<file path="src/rtl/vt_pkg.sv">
package vt_pkg;

  typedef enum logic {
    STD_A = 1'b0,   // 60 Hz standard
    STD_B = 1'b1    // 50 Hz standard
  } vstd_e;

  // status word field positions
  localparam int ST_FIELD   = 31;
  localparam int ST_BLANK   = 30;
  localparam int ST_STD     = 29;
  localparam int ST_LACE_HI = 28;
  localparam int ST_LACE_LO = 27;
  localparam int ST_HALF    = 13;

  localparam logic [1:0] LACE_ON = 2'b11;

  function automatic int unsigned line_period(input int unsigned clk_hz,
                                              input int unsigned rate,
                                              input int unsigned lines);
    return clk_hz / rate / lines;
  endfunction

  function automatic int unsigned max2(input int unsigned a, input int unsigned b);
    return (a > b) ? a : b;
  endfunction

endpackage

</file>
<file path="src/rtl/vt_line_divider.sv">
module vt_line_divider
  import vt_pkg::*;
#(
  parameter int unsigned PER_W = 12,
  parameter int unsigned PER_A = 2146,
  parameter int unsigned PER_B = 2157
) (
  input  logic  clk,
  input  logic  rst_n,
  input  vstd_e std_q,
  output logic  tick_end,
  output logic  line_tick
);

  localparam logic [PER_W-1:0] LAST_A = PER_W'(PER_A - 1);
  localparam logic [PER_W-1:0] LAST_B = PER_W'(PER_B - 1);

  logic [PER_W-1:0] cnt_q;
  logic [PER_W-1:0] last_c;

  assign last_c   = (std_q == STD_B) ? LAST_B : LAST_A;
  assign tick_end = (cnt_q == last_c);

  always_ff @(posedge clk or negedge rst_n) begin
    if (!rst_n) begin
      cnt_q     <= '0;
      line_tick <= 1'b0;
    end else begin
      cnt_q     <= tick_end ? '0 : cnt_q + 1'b1;
      line_tick <= tick_end;
    end
  end

  // a tick lasts a single cycle (periods are longer than one cycle)
  a_r2_tick_single: assert property (@(posedge clk) disable iff (!rst_n)
    line_tick |=> !line_tick);

  // the divider never runs past the period of the active standard
  a_r2_cnt_range: assert property (@(posedge clk) disable iff (!rst_n)
    cnt_q <= last_c);

  // a tick follows the cycle the divider reached its last count
  a_r2_tick_after_end: assert property (@(posedge clk) disable iff (!rst_n)
    line_tick |-> cnt_q == '0);

endmodule

</file>
<file path="src/rtl/vt_frame_seq.sv">
module vt_frame_seq
  import vt_pkg::*;
#(
  parameter int unsigned LINE_W   = 9,
  parameter int unsigned LINES_A  = 263,
  parameter int unsigned LINES_B  = 314,
  parameter int unsigned VBL_LINE = 240
) (
  input  logic              clk,
  input  logic              rst_n,
  input  logic              tick_end,
  input  logic              std_sel_i,
  output vstd_e             std_q,
  output logic [LINE_W-1:0] line_q,
  output logic              blank,
  output logic              unblank,
  output logic              vblank_irq,
  output logic              frame_end
);

  localparam logic [LINE_W-1:0] TOP_A = LINE_W'(LINES_A - 1);
  localparam logic [LINE_W-1:0] TOP_B = LINE_W'(LINES_B - 1);
  localparam logic [LINE_W-1:0] VBL_L = LINE_W'(VBL_LINE);

  logic [LINE_W-1:0] top_c;
  logic [LINE_W-1:0] line_inc;
  logic              at_top;
  logic              enter_vbl;

  assign top_c     = (std_q == STD_B) ? TOP_B : TOP_A;
  assign at_top    = (line_q == top_c);
  assign line_inc  = line_q + 1'b1;
  assign frame_end = tick_end && at_top;
  assign enter_vbl = tick_end && !at_top && (line_inc == VBL_L);

  always_ff @(posedge clk or negedge rst_n) begin
    if (!rst_n) begin
      line_q     <= '0;
      std_q      <= STD_A;
      blank      <= 1'b0;
      unblank    <= 1'b0;
      vblank_irq <= 1'b0;
    end else begin
      unblank    <= frame_end;
      vblank_irq <= enter_vbl;
      if (tick_end) begin
        line_q <= at_top ? '0 : line_inc;
      end
      if (frame_end) begin
        std_q <= vstd_e'(std_sel_i);
        blank <= 1'b0;
      end else if (enter_vbl) begin
        blank <= 1'b1;
      end
    end
  end

  // the interrupt coincides with the first cycle of the blanking line
  a_r5_irq_line: assert property (@(posedge clk) disable iff (!rst_n)
    vblank_irq |-> (line_q == VBL_L) && blank);

  // one cycle only
  a_r5_irq_single: assert property (@(posedge clk) disable iff (!rst_n)
    vblank_irq |=> !vblank_irq);

  // blanking only rises together with the interrupt
  a_r4_blank_rise: assert property (@(posedge clk) disable iff (!rst_n)
    $rose(blank) |-> vblank_irq);

  // blanking never covers visible lines
  a_r4_blank_range: assert property (@(posedge clk) disable iff (!rst_n)
    blank |-> line_q >= VBL_L);

  // frame start lands on line 0 with blanking off
  a_r6_wrap: assert property (@(posedge clk) disable iff (!rst_n)
    unblank |-> (line_q == '0) && !blank);

  // the standard changes only at a frame boundary
  a_r7_std_hold: assert property (@(posedge clk) disable iff (!rst_n)
    !unblank |-> $stable(std_q));

endmodule

</file>
<file path="src/rtl/vt_field_status.sv">
module vt_field_status
  import vt_pkg::*;
#(
  parameter int unsigned FCNT_W = 16
) (
  input  logic              clk,
  input  logic              rst_n,
  input  logic              frame_end,
  input  logic [1:0]        lace_cfg_i,
  input  logic              blank,
  input  vstd_e             std_q,
  output logic [FCNT_W-1:0] frame_cnt,
  output logic              field,
  output logic [31:0]       status
);

  logic [1:0]        lace_q;
  logic [FCNT_W-1:0] cnt_nxt;

  assign cnt_nxt = frame_cnt + 1'b1;

  always_ff @(posedge clk or negedge rst_n) begin
    if (!rst_n) begin
      frame_cnt <= '0;
      lace_q    <= '0;
      field     <= 1'b0;
    end else if (frame_end) begin
      frame_cnt <= cnt_nxt;
      lace_q    <= lace_cfg_i;
      field     <= (lace_cfg_i == LACE_ON) ? cnt_nxt[0] : 1'b0;
    end
  end

  always_comb begin
    status                        = '0;
    status[ST_FIELD]              = field;
    status[ST_BLANK]              = blank;
    status[ST_STD]                = std_q;
    status[ST_LACE_HI:ST_LACE_LO] = lace_q;
    status[ST_HALF]               = ~field;
  end

  // one step per frame boundary
  a_r6_cnt_step: assert property (@(posedge clk) disable iff (!rst_n)
    $past(frame_end) |-> frame_cnt == $past(frame_cnt) + 1'b1);

  a_r6_cnt_hold: assert property (@(posedge clk) disable iff (!rst_n)
    !$past(frame_end) |-> $stable(frame_cnt));

  // a set field requires interlace and an odd frame
  a_r8_field_lace: assert property (@(posedge clk) disable iff (!rst_n)
    field |-> (lace_q == LACE_ON) && frame_cnt[0]);

endmodule

</file>
<file path="src/rtl/vt_timing_gen.sv">
module vt_timing_gen
  import vt_pkg::*;
#(
  parameter int unsigned SYS_CLK_HZ = 33_868_800,
  parameter int unsigned RATE_A     = 60,
  parameter int unsigned RATE_B     = 50,
  parameter int unsigned LINES_A    = 263,
  parameter int unsigned LINES_B    = 314,
  parameter int unsigned VBL_LINE   = 240,
  parameter int unsigned FCNT_W     = 16
) (
  input  logic              clk,
  input  logic              rst_n,
  input  logic              std_sel_i,
  input  logic [1:0]        lace_cfg_i,
  output logic              line_tick_o,
  output logic              blank_o,
  output logic              unblank_o,
  output logic              vblank_irq_o,
  output logic              field_o,
  output logic [8:0]        line_num_o,
  output logic [FCNT_W-1:0] frame_cnt_o,
  output logic [31:0]       status_o
);

  localparam int unsigned PER_A  = line_period(SYS_CLK_HZ, RATE_A, LINES_A);
  localparam int unsigned PER_B  = line_period(SYS_CLK_HZ, RATE_B, LINES_B);
  localparam int unsigned PER_W  = $clog2(max2(PER_A, PER_B) + 1);
  localparam int unsigned LINE_W = 9;

  vstd_e             std_q;
  logic              tick_end;
  logic              frame_end;
  logic [LINE_W-1:0] line_q;

  vt_line_divider #(
    .PER_W (PER_W),
    .PER_A (PER_A),
    .PER_B (PER_B)
  ) u_div (
    .clk       (clk),
    .rst_n     (rst_n),
    .std_q     (std_q),
    .tick_end  (tick_end),
    .line_tick (line_tick_o)
  );

  vt_frame_seq #(
    .LINE_W   (LINE_W),
    .LINES_A  (LINES_A),
    .LINES_B  (LINES_B),
    .VBL_LINE (VBL_LINE)
  ) u_seq (
    .clk        (clk),
    .rst_n      (rst_n),
    .tick_end   (tick_end),
    .std_sel_i  (std_sel_i),
    .std_q      (std_q),
    .line_q     (line_q),
    .blank      (blank_o),
    .unblank    (unblank_o),
    .vblank_irq (vblank_irq_o),
    .frame_end  (frame_end)
  );

  vt_field_status #(
    .FCNT_W (FCNT_W)
  ) u_fld (
    .clk        (clk),
    .rst_n      (rst_n),
    .frame_end  (frame_end),
    .lace_cfg_i (lace_cfg_i),
    .blank      (blank_o),
    .std_q      (std_q),
    .frame_cnt  (frame_cnt_o),
    .field      (field_o),
    .status     (status_o)
  );

  assign line_num_o = line_q;

  // frame start and frame count move together, on a line tick
  a_r6_start_on_tick: assert property (@(posedge clk) disable iff (!rst_n)
    unblank_o |-> line_tick_o && !$stable(frame_cnt_o));

  // line number never reaches the 50 Hz total
  a_r3_line_bound: assert property (@(posedge clk) disable iff (!rst_n)
    line_num_o < 9'(LINES_B));

endmodule

</file>
<file path="config.mk">
export PLATFORM = sky130hd
export DESIGN_NAME = vt_timing_gen
export DESIGN_NICKNAME = d
export VERILOG_FILES = /design/src/rtl/vt_pkg.sv /design/src/rtl/vt_line_divider.sv /design/src/rtl/vt_frame_seq.sv /design/src/rtl/vt_field_status.sv /design/src/rtl/vt_timing_gen.sv
export SDC_FILE = /design/constraint.sdc
export NUM_CORES = 1
export LEC_CHECK = 0
export BUFFER_PORTS_ARGS = -buffer_cell sky130_fd_sc_hd__buf_2
export CAP_MARGIN = 15
export CORE_MARGIN = 2
export CORE_UTILIZATION = 49
export DETAILED_ROUTE_END_ITERATION = 6
export PLACE_DENSITY = 0.81
export SYNTH_ARGS = -nofsm -noshare
export SYNTH_HDL_FRONTEND = slang
export SYNTH_HIERARCHICAL = 1
export SYNTH_SLANG_ARGS = --single-unit
</file>
<file path="constraint.sdc">
create_clock -name clk -period 5.7 [get_ports clk]
set_clock_uncertainty 0.2 [all_clocks]
set_input_delay 0.285 -clock clk [delete_from_list [all_inputs] [get_ports clk]]
set_output_delay 0.285 -clock clk [all_outputs]
set_load 0.02 [all_outputs]
</file>
# Yosys cells after proc, flatten, opt, wreduce, memory -nomap -nowiden
# Cells that the tools add are included.
word_totals:
  ff_bits: 45
  in_bits: 5
  output_inout_bits: 62
  word_cells: 30
classes:
  addsub: 3
  n_eq_ne: 4
  muxes: 7
  n_bitwise: 1
  reduce_logical: 5
ops:
  columns: ["operator", "n"]
  rows:
  - ["$add A16 B1 Y16 const B", 1]
  - ["$add A12 B1 Y12 const B", 1]
  - ["$eq A12 B12 Y1", 1]
  - ["$mux W12", 1]
  - ["$add A9 B1 Y9 const B", 1]
  - ["$eq A9 B8 Y1 const B", 1]
  - ["$eq A9 B9 Y1", 1]
  - ["$mux W9", 1]
  - ["$mux W6", 1]
  - ["$mux W4", 1]
  - ["$logic_and A1 B1 Y1", 3]
  - ["$mux W1", 3]
  - ["$eq A2 B2 Y1 const B", 1]
  - ["$reduce_bool A2 Y1", 1]
  - ["$logic_not A1 Y1", 1]
  - ["$not A1 Y1", 1]

# Logic depth before layout (Yosys ltp)
depth:
  word_depth: 7
  depth_mapped: 10

# By module
# Netlist, hierarchy kept.
modules_own_cells:
  columns: ["mod", "instances", "cells_each", "area_each_um2"]
  rows:
  - ["vt_field_status", 1, 98, 1104.8]
  - ["vt_frame_seq", 1, 73, 725.7]
  - ["vt_line_divider", 1, 60, 656.9]

# Worst setup path before layout
# OpenSTA, ideal clock, no wires.
synth_timing:
  path_type: "register to register"
  from: "register u_div.cnt_q[1]"
  to: "register u_fld.frame_cnt[11]"
  setup_time_ps: 80
  arrival_ps: 2134
  required_time_ps: 5420
  path_slack_ps: 3286
  path_stages_with_launch: 10
  period_less_slack_ps: 2414
  cell_sequence: "dfrtp_1 nor3_2 o2111a_1 buf_2 nand2_2 inv_2 buf_4 nand4_4 nor4_2 xor2_1"
synth_via:
  elab_chain_len: 2
synth_lines:
  columns: ["item", "line", "source"]
  rows:
  - ["from (decl)", "vt_line_divider.sv:18", "logic [PER_W-1:0] cnt_q;"]
  - ["from (signal assigned)", "vt_line_divider.sv:29", "cnt_q <= tick_end ? '0 : cnt_q + 1'b1;"]
  - ["$eq A12 B12 Y1", "vt_line_divider.sv:22", "assign tick_end = (cnt_q == last_c);"]
  - ["via tick_end", "vt_timing_gen.sv:32", "logic tick_end;"]
  - ["$logic_and A1 B1 Y1", "vt_frame_seq.sv:33", "assign frame_end = tick_end && at_top;"]
  - ["via frame_end", "vt_timing_gen.sv:33", "logic frame_end;"]
  - ["to (signal assigned)", "vt_field_status.sv:28", "frame_cnt <= cnt_nxt;"]
  - ["to (decl)", "vt_field_status.sv:12", "output logic [FCNT_W-1:0] frame_cnt,"]
# The timed path passes the listed nets, and every way through them passes these cells.
# A chain may end at the register's enable or synchronous reset.

# Worst setup path in the final report
# Same ends and word-level chain as after synthesis.

==> results.json <==
{
  "h-tree-depth": 2,
  "p_leak_nw": 1.44,
  "post-route-period-util_pct": 52.9,
  "clk_pin_slew_ns": 0.08,
  "synth_area_leaders": "dfrtp_1 45%, buf_4 9.1%, xor2_1 6.0%",
  "grt_start_max_net_pins": 46,
  "area_growth_pct": 10.8,
  "yosysMostFrequentCell": "dfrtp_1",
  "initial_core_util_pct": 51.6,
  "cts_made_buffers": 5,
  "seq_area_frac_synth_pct": 45.3,
  "via_per_inst": 5.18,
  "layout_min_cycle_time_ns": 3.02,
  "grt_pass1_vias": 1645,
  "rsz0062_at_grt": "false",
  "place.gp.congestion": 0.832,
  "pin_count": 67,
  "synth.distinct_cells": 53,
  "fp.dieArea_mm2": 0.00566,
  "ff_latch_area_mm2": 0.00113,
  "async_reset_ff_share_pct": 100,
  "final_area_mm2": 0.00276,
  "drive_gt1_share_pct": 25.3,
  "core_area_mm2": 0.00482,
  "drtIter0Drc": 120,
  "synth_compound_area_share_pct": 8.90,
  "io_buffers": 40,
  "worstSkewPairLatency_ns": 0.30,
  "slew_headroom_pct": 36.2,
  "tightest_slew_ns": 0.957,
  "synth_xor_area_share_pct": 9.15,
  "route.detailed.drc": 0,
  "synth-edff-count": 0,
  "synthAdderAreaFrac_pct": 2.01,
  "antenna_left": 0,
  "rrSetupSlack_ns": 2.68,
  "synth_area_leader_cell": "dfrtp_1",
  "powerDensity_mw_per_mm2": 225,
  "synth.top_cell.area_share_pct": 45.3,
  "wl_per_cell_um": 13.8,
  "antenna_found_initial": 0,
  "grt_pass1_wl_um": 7590,
  "hp-class": "input pin to register",
  "cp_max_fo": 18,
  "ys_top_cells_by_count": "45 x dfrtp_1, 30 x buf_4, 17 x xor2_1",
  "ir_drop_v": 0.0000954,
  "drt-total-wl_um": 4640,
  "ys_warn_count": 6,
  "dr.pass1.iters": 4,
  "synthMuxAreaShare_pct": 2.21,
  "num_vias": 1739,
  "critical_path_class": "register to register",
  "grtUsageTotal_pct": 17.6,
  "num_rows": 25,
  "setup_viol": 0,
  "outcome": "finished, final reports clean",
  "synth-main-ff-cell": "dfrtp_1",
  "whs_ns": 0.0104,
  "required_ns": 5.72,
  "fin_setup_tns_ns": 0,
  "dieHeight_um": 75.3,
  "syn-cell-area_mm2": 0.00249,
  "cts_root_buffer": "clkbuf_8",
  "syn_avg_cell_area_um2": 10.8,
  "hpwl_um": 3350,
  "hold_violations": 0,
  "multiInputGateArea_mm2": 0.00118,
  "die_w_um": 75.3,
  "cts_sinks": 45,
  "syn_inst": 231,
  "cp-end-kind": "register",
  "cap_viol_max_count": 0,
  "fmax_mhz": 331,
  "fillers": 441,
  "synth-simple-area-share_pct": 21.2,
  "synth_top_family_by_area": "simple AND/OR/NAND/NOR gates",
  "tritoncts": "yes",
  "slew_violations": 0,
  "antenna_cells": 0,
  "post_dp_cell_area_mm2": 0.00261,
  "arrival_ns": 3.04,
  "grt_overflow_total": 0,
  "synth-seq-cells": 45,
  "final_nets": 277,
  "start_kind": "register",
  "cts.path.max_buffers": 2
}
placed cells by master (no fill, tap or decap), drive strengths merged, types with 6 or more instances in the layout:
cell and n:
a21oi 9, buf 40, conb 26, dfrtp 45
inv 6, nand2 13, nand3 9, nand4 14
nor2 8, nor4 7, xnor2 9, xor2 17
metal layers:
layer	global-route usage [%]	vias up	wire (um)
li1	-	844	-
met1	22.5	832	2090
met2	29.2	58	2220
met3	3.88	5	279
met4	6.82	0	55
met5	0	-	0
sequential cells by signal, indices dropped and copies added, names as in the netlist:
name	flops
u_fld/field	1
u_seq/std_q	1
u_seq/blank	1
u_seq/unblank	1
u_div/line_tick	1
u_fld/lace_q	2
u_seq/line_q	9
u_fld/frame_cnt	16
u_div/cnt_q	12
u_seq/vblank_irq	1
metrics by stage:
stage	instances	setup WS, ns	total power [W]	utilization [%]
global route	336	2.47	0.000646	57.2
finish	336	2.68	0.000621	57.2
floorplan	256	3.29	0.000354	-
detailed placement	327	2.69	0.000348	54.2
global placement	327	2.86	0.000348	54.2
CTS	336	2.67	0.000629	57.2
worst paths after layout:
check,from,cells after the start,end
min in group asynchronous,rst_n,2,u_fld/lace_q[0]$_DFFE_PN0P_
max in group asynchronous,rst_n,2,u_div/cnt_q[2]$_DFF_PN0_
worst min register to register,u_fld/frame_cnt[15]$_DFFE_PN0P_,1,u_fld/frame_cnt[15]$_DFFE_PN0P_
worst min-delay path,std_sel_i,2,u_seq/std_q$_DFFE_PN0P_
worst max register to register,u_div/cnt_q[1]$_DFF_PN0_,7,u_fld/frame_cnt[11]$_DFFE_PN0P_
worst max-delay path,u_div/cnt_q[1]$_DFF_PN0_,7,u_fld/frame_cnt[11]$_DFFE_PN0P_
cell type report:
class | count | area share (%)
multi-input combinational | 169 | 42.8
inverter | 6 | 0.817
tap | 67 | 3.04
clock inverter | 3 | 2.36
timing repair buffer | 41 | 7.63
clock buffer | 5 | 2.50
sequential | 45 | 40.9
power breakdown:
| group | internal [W] | leakage (nW) | switching (W) |
|---|---|---|---|
| clock | 0.000174 | 0.0681 | 0.000105 |
| sequential | 0.000319 | 0.609 | 0 |
| combinational | 0.00000142 | 0.758 | 0.0000214 |
cells by family after synthesis:
family,count (synthesis)
other cells,1
simple gates,77
buf+inv,42
flops,45
fa+ha+maj,4
compound gates,31
xor+xnor,26
mux,5
worst max-delay path, cell delays in order (launching register included):
cell,delay [ns]
dfrtp_1,0.44
nor3_2,0.52
o2111a_1,0.65
nand2_2,0.12
inv_2,0.25
nand4_4,0.22
nor4_2,0.36
xor2_1,0.18
repair_timing:
action                                 CTS  global route
hold buffers                             1             0
setup buffers                            0             0
gates resized for setup                  0             0
endpoints found under the hold margin   45             0
No activity file was read; power rests on OpenSTA's default activity.
